<file path="config.mk">
export PLATFORM = sky130hd
export DESIGN_NAME = ocu_top
export DESIGN_NICKNAME = d
export VERILOG_FILES = /design/src/rtl/ocu_pkg.sv /design/src/rtl/ocu_regs.sv /design/src/rtl/ocu_timer.sv /design/src/rtl/ocu_action.sv /design/src/rtl/ocu_top.sv
export SDC_FILE = /design/constraint.sdc
export NUM_CORES = 1
export LEC_CHECK = 0
export BUFFER_PORTS_ARGS = -buffer_cell sky130_fd_sc_hd__buf_2
export CELL_PAD_IN_SITES_DETAIL_PLACEMENT = 1
export CELL_PAD_IN_SITES_GLOBAL_PLACEMENT = 1
export CORE_MARGIN = 2
export CORE_UTILIZATION = 40
export DETAILED_ROUTE_END_ITERATION = 8
export PLACE_DENSITY = 0.87
export SETUP_SLACK_MARGIN = 0.5
export SLEW_MARGIN = 20
export SYNTH_ARGS = -nofsm -noshare
export SYNTH_HDL_FRONTEND = slang
export SYNTH_SLANG_ARGS = --single-unit
</file>
<file path="constraint.sdc">
create_clock -name clk -period 2.1 [get_ports clk]
set_clock_uncertainty 0.1 [all_clocks]
set_input_delay 0.21 -clock clk [delete_from_list [all_inputs] [get_ports clk]]
set_output_delay 0.21 -clock clk [all_outputs]
set_load 0.1 [all_outputs]
</file>
<file path="src/rtl/ocu_pkg.sv">
package ocu_pkg;
    localparam logic [3:0] MODE_OFF    = 4'b0000;
    localparam logic [3:0] MODE_TOGGLE = 4'b0010;
    localparam logic [3:0] MODE_SET    = 4'b1000;
    localparam logic [3:0] MODE_CLR    = 4'b1001;
    localparam logic [3:0] MODE_SWINT  = 4'b1010;
    localparam logic [3:0] MODE_TRIG   = 4'b1011;

    typedef struct packed {
        logic eq;
        logic latch;
        logic irq;
        logic trig;
        logic adc;
    } act_state_t;

    function automatic logic is_cmp_mode(input logic [3:0] m);
        return (m == MODE_TOGGLE) || (m == MODE_SET) || (m == MODE_CLR) ||
               (m == MODE_SWINT) || (m == MODE_TRIG);
    endfunction
endpackage

</file>
<file path="src/rtl/ocu_regs.sv">
module ocu_regs #(
    parameter int TW = 16,
    parameter int BW = 8,
    localparam int NB = TW / BW,
    localparam int SELW = $clog2(NB + 1)
) (
    input  logic            clk,
    input  logic            rst_n,
    input  logic            wr_en,
    input  logic [SELW-1:0] wr_sel,
    input  logic [BW-1:0]   wr_data,
    output logic [3:0]      mode_q,
    output logic [TW-1:0]   cmp_q,
    output logic            mode_zero_wr
);
    typedef struct packed {
        logic [3:0]    mode;
        logic [TW-1:0] cmp;
    } regs_t;

    regs_t r_d, r_q;

    always_comb begin
        r_d = r_q;
        mode_zero_wr = 1'b0;
        if (wr_en) begin
            if (wr_sel == '0) begin
                r_d.mode = wr_data[3:0];
                mode_zero_wr = (wr_data[3:0] == 4'b0000);
            end
            for (int b = 0; b < NB; b++) begin
                if (wr_sel == SELW'(b + 1)) r_d.cmp[b*BW +: BW] = wr_data;
            end
        end
    end

    always_ff @(posedge clk) begin
        if (!rst_n) r_q <= '0;
        else        r_q <= r_d;
    end

    assign mode_q = r_q.mode;
    assign cmp_q  = r_q.cmp;
endmodule

</file>
<file path="src/rtl/ocu_timer.sv">
module ocu_timer #(
    parameter int TW = 16
) (
    input  logic          clk,
    input  logic          rst_n,
    input  logic          inc,
    input  logic          clr,
    output logic [TW-1:0] tmr_q
);
    logic [TW-1:0] tmr_d;

    always_comb begin
        tmr_d = tmr_q;
        if (clr)      tmr_d = '0;
        else if (inc) tmr_d = tmr_q + TW'(1);
    end

    always_ff @(posedge clk) begin
        if (!rst_n) tmr_q <= '0;
        else        tmr_q <= tmr_d;
    end
endmodule

</file>
<file path="src/rtl/ocu_action.sv">
module ocu_action
    import ocu_pkg::*;
#(
    parameter int TW = 16
) (
    input  logic          clk,
    input  logic          rst_n,
    input  logic [3:0]    mode,
    input  logic [TW-1:0] cmp,
    input  logic [TW-1:0] tmr,
    input  logic          mode_zero_wr,
    input  logic          irq_clr,
    input  logic          adc_en,
    output logic          tmr_clr,
    output logic          latch,
    output logic          irq,
    output logic          trig,
    output logic          adc
);
    act_state_t s_d, s_q;
    logic eq, hit;

    always_comb begin
        eq      = (tmr == cmp);
        hit     = eq && !s_q.eq;
        tmr_clr = hit && (mode == MODE_TRIG);

        s_d     = s_q;
        s_d.eq  = eq;
        if (hit) begin
            case (mode)
                MODE_SET:    s_d.latch = 1'b1;
                MODE_CLR:    s_d.latch = 1'b0;
                MODE_TOGGLE: s_d.latch = !s_q.latch;
                default:     s_d.latch = s_q.latch;
            endcase
        end
        if (mode_zero_wr) s_d.latch = 1'b0;

        s_d.irq  = (s_q.irq && !irq_clr) || (hit && is_cmp_mode(mode));
        s_d.trig = tmr_clr;
        s_d.adc  = tmr_clr && adc_en;
    end

    always_ff @(posedge clk) begin
        if (!rst_n) s_q <= '0;
        else        s_q <= s_d;
    end

    assign latch = s_q.latch;
    assign irq   = s_q.irq;
    assign trig  = s_q.trig;
    assign adc   = s_q.adc;
endmodule

</file>
<file path="src/rtl/ocu_top.sv">
module ocu_top #(
    parameter int TW = 16,
    parameter int BW = 8,
    localparam int SELW = $clog2(TW / BW + 1)
) (
    input  logic            clk,
    input  logic            rst_n,
    input  logic            wr_en,
    input  logic [SELW-1:0] wr_sel,
    input  logic [BW-1:0]   wr_data,
    input  logic            tmr_inc,
    input  logic            irq_clr,
    input  logic            adc_en,
    input  logic            pin_out_sel,
    output logic [TW-1:0]   tmr_val,
    output logic            cmp_out,
    output logic            pad_oe,
    output logic            pad_do,
    output logic            irq_flag,
    output logic            evt_trig,
    output logic            adc_start
);
    logic [3:0]    mode;
    logic [TW-1:0] cmp;
    logic          mode_zero_wr;
    logic          tmr_clr;

    ocu_regs #(.TW(TW), .BW(BW)) i_regs (
        .clk(clk), .rst_n(rst_n), .wr_en(wr_en), .wr_sel(wr_sel),
        .wr_data(wr_data), .mode_q(mode), .cmp_q(cmp),
        .mode_zero_wr(mode_zero_wr)
    );

    ocu_timer #(.TW(TW)) i_timer (
        .clk(clk), .rst_n(rst_n), .inc(tmr_inc), .clr(tmr_clr), .tmr_q(tmr_val)
    );

    ocu_action #(.TW(TW)) i_action (
        .clk(clk), .rst_n(rst_n), .mode(mode), .cmp(cmp), .tmr(tmr_val),
        .mode_zero_wr(mode_zero_wr), .irq_clr(irq_clr), .adc_en(adc_en),
        .tmr_clr(tmr_clr), .latch(cmp_out), .irq(irq_flag),
        .trig(evt_trig), .adc(adc_start)
    );

    assign pad_oe = pin_out_sel;
    assign pad_do = pin_out_sel && cmp_out;
endmodule

</file>
==> flow_summary.toml <==
[critical_path]
critPathMaxFanout = 16
worstSetupPathType = "register to register"
slowest_delay_ps = 390
required_ps = 2200
r2r_slack_ps = 110
ff2ff_path_depth = 6
crit_chain = "xor2_1, nor4_1, nand4_2, o41ai_4, buf_12, nor2_1"
arrival_ps = 2090
cpMaxStageDelayCell = "nor4_1"
cp-start-kind = "register"
regToRegEndpoint = "i_timer.tmr_q[8]"
r2r_start = "i_timer.tmr_q[9]"
end_kind = "register"

[placement]
gp_congestion = 0.794
io_buffers = 38
hpwlAfterDp_um = 3260

[sta]
rsz0062_at_grt = "true"
fin_crit_sh_pct = 94.9
tns_ps = 0
period_needed_ps = 1990
setup_viol = 0
timing.fmax_mhz = 502
worstMarginPinSlew_ps = 658
maxSlewViolCount = 0
slew-limit-headroom_pct = 56.1
finalHoldViolCount = 0

[clock_tree]
clkSinkCount = 41
clk_latency_ps = 310
cts_max_level = 2
root_buffer = "clkbuf_8"
cts_buffers = 5
ctsHoldBuffers = 0
cts_tree = "done"
clk_pin_slew_ps = 80
clockBufferDepth = 2

[drt]
vias = 1542
routed_wl_um = 5160
drc = 0
ant_nets = 0
drt_iter0_drc = 85
firstDrtPassIters = 4
route.detailed.wl_per_inst_um = 17.7
routed_via_density = 5.30

[die]
core_region_area_mm2 = 0.00438
rows = 24
boundaryPins = 39
die-area_mm2 = 0.00516
fp.dieH_um = 71.9
die_x_um = 71.9
start_util_pct = 42.0

[synth]
yosysSeqAreaShare_pct = 44.6
synth_cell_type_count = 29
syn_avg_cell_area_um2 = 9.59
synth_top_area_share_pct = 44.6
synthesis.area_mm2 = 0.00184
syn-num-nets = 210
synth_seq_cells = 41
synth_top_area_cell = "dfxtp_1"
synth_area_leaders = "dfxtp_1 (45%), xor2_1 (13%), mux2i_1 (11%)"
synthCells = 192
ys_warn_count = 0

[global_routing]
grt_pass1_vias = 1656
grt_first_pass_wirelength_um = 8190
antenna_found_initial = 0
grt_max_degree = 23
grt_overflow = 0
grt_usage_pct = 21.1

[pwr]
max-vdd-ir-drop_uv = 381
p_leak_nw = 1.16
power_density_mw_per_mm2 = 694

[finish]
area_delta_synth_final_pct = 27.3
diodes = 0
final_core_util_pct = 53.5
finalNetCount = 256
drive_gt1_share_pct = 34.7
fillers = 495

[job]
maxCapViolations = 0

[hold_path]
holdPathStages = 2
worstHoldEndpoint = "i_action.adc"
hold_path.class = "input port to register"
hp-start = "adc_en"

[status]
outcome = "finished, final reports clean"
==> worst max-delay path, delay by kind of cell, from the launching register on <==
family          cells  cell delay [ps]
simple gates        3              730
flops               1              360
compound gates      1              330
buf+inv             1              200
xor+xnor            1              150
==> cell families (layout without fill, tap and decap cells) <==
group | Yosys count | after routing | share of synthesized area (%)
AO/OA/AOI/OAI | 6 | 6 | 2.85
XOR/XNOR | 31 | 31 | 14.7
adder cells (fa/ha/maj) | 1 | 1 | 0.679
buffers and inverters | 10 | 57 | 2.65
flip-flops | 41 | 41 | 44.6
multiplexers | 20 | 20 | 10.9
AND/OR/NAND/NOR | 83 | 83 | 23.6
==> how the worst max path moves through the flow <==
stage / from / to / slack, ps / cells past startpoint
6_report: i_timer.tmr_q[9] / i_timer.tmr_q[8] / 110 / 6
5_1_grt: i_timer.tmr_q[4] / i_timer.tmr_q[10] / 60 / 6
4_1_cts: i_timer.tmr_q[11] / i_timer.tmr_q[11] / 200 / 6
3_5_place_dp: i_timer.tmr_q[14] / i_timer.tmr_q[8] / 200 / 6
3_3_place_gp: i_timer.tmr_q[14] / i_timer.tmr_q[10] / 240 / 6
2_1_floorplan: i_timer.tmr_q[14] / i_timer.tmr_q[6] / 120 / 6
==> cells in the final DEF (no fill, tap or decap), types with 2 or more instances in the layout <==
| cell | synthesis | layout |
|---|---|---|
| nor2_1 | 39 | 39 |
| buf_2 | 0 | 38 |
| xor2_1 | 27 | 27 |
| dfxtp_1 | 41 | 23 |
| mux2i_1 | 20 | 20 |
| dfxtp_4 | 0 | 16 |
| nand3_1 | 7 | 7 |
| clkbuf_8 | 0 | 7 |
| a21oi_1 | 5 | 5 |
| nand2_1 | 5 | 5 |
| nand4_1 | 5 | 5 |
| and3_1 | 4 | 4 |
| xnor2_1 | 4 | 4 |
| buf_4 | 1 | 4 |
| inv_1 | 3 | 3 |
| nor4_2 | 2 | 3 |
| and2_1 | 4 | 3 |
| buf_6 | 1 | 3 |
| and4_1 | 2 | 2 |
| nor4_1 | 5 | 2 |
| nor4_4 | 0 | 2 |
| nand3b_1 | 2 | 2 |
| dfxtp_2 | 0 | 2 |
==> registers in the layout (all words and copies together), names as in the netlist <==
signal	count
i_action.latch	1
i_action.adc	1
i_regs.cmp_q	16
i_action.trig	1
i_action.s_q	1
i_action.irq	1
i_timer.tmr_q	16
i_regs.mode_q	4
==> per-layer routing <==
metal / track usage, % / part of all wire, % / wire length (um) / vias to the layer above
li1: - / - / - / 745
met1: 26.5 / 43 / 2220 / 745
met2: 35.1 / 49 / 2540 / 40
met3: 5.63 / 5.7 / 294 / 12
met4: 6.92 / 2.1 / 109 / 0
met5: 0 / 0 / 0 / -
==> final cells by class <==
| class | instances | area [um2] | share of cell area [%] |
|---|---|---|---|
| Clock buffer | 7 | 96.3 | 4.11 |
| Clock inverter | 1 | 5.00 | 0.213 |
| Tap cell | 52 | 65.1 | 2.77 |
| Multi-Input combinational cell | 141 | 1010 | 43.1 |
| Inverter | 3 | 11.3 | 0.480 |
| Sequential cell | 41 | 883 | 37.7 |
| Timing Repair Buffer | 46 | 274 | 11.7 |
==> synthesized netlist by cell type (all sizes together) <==
cell type and number:
a21oi 5, nor3b 1, xnor2 4, clkbuf 5, and2 4, nand2b 1, nor2 40, nand3b 2
nor4 7, and3 4, or4b 1, or4 1, nand3 7, xor2 27, ha 1, nor3 1
nand4 6, mux2i 20, o41ai 1, nand2 5, inv 3, dfxtp 41, buf 2, and4 3
==> through the flow <==
stage | instances | instance area, um2 | total power [mW] | setup slack (ps) | hold WS (ps)
floorplan | 192 | 1900 | 0.956 | 118 | 237
global placement | 277 | 2150 | 1.01 | 237 | 345
detailed placement | 277 | 2150 | 1.01 | 200 | 350
CTS | 290 | 2320 | 1.61 | 203 | 36.9
global route | 291 | 2340 | 1.69 | 57.2 | 33.9
finish | 291 | 2340 | 1.63 | 107 | 44.5
==> power by group <==
part | switching, mW | leakage (nW) | internal, mW
Clock | 0.287 | 0.0542 | 0.297
Sequential | 0.0298 | 0.346 | 0.781
Combinational | 0.144 | 0.755 | 0.0878
==> repair_timing <==
item                       in CTS  in global routing
pin swaps                       1                  3
setup endpoints to repair      20                 20
gates resized for setup         7                  2
setup buffers                   5                  1
(Power assumes the default switching activity.)
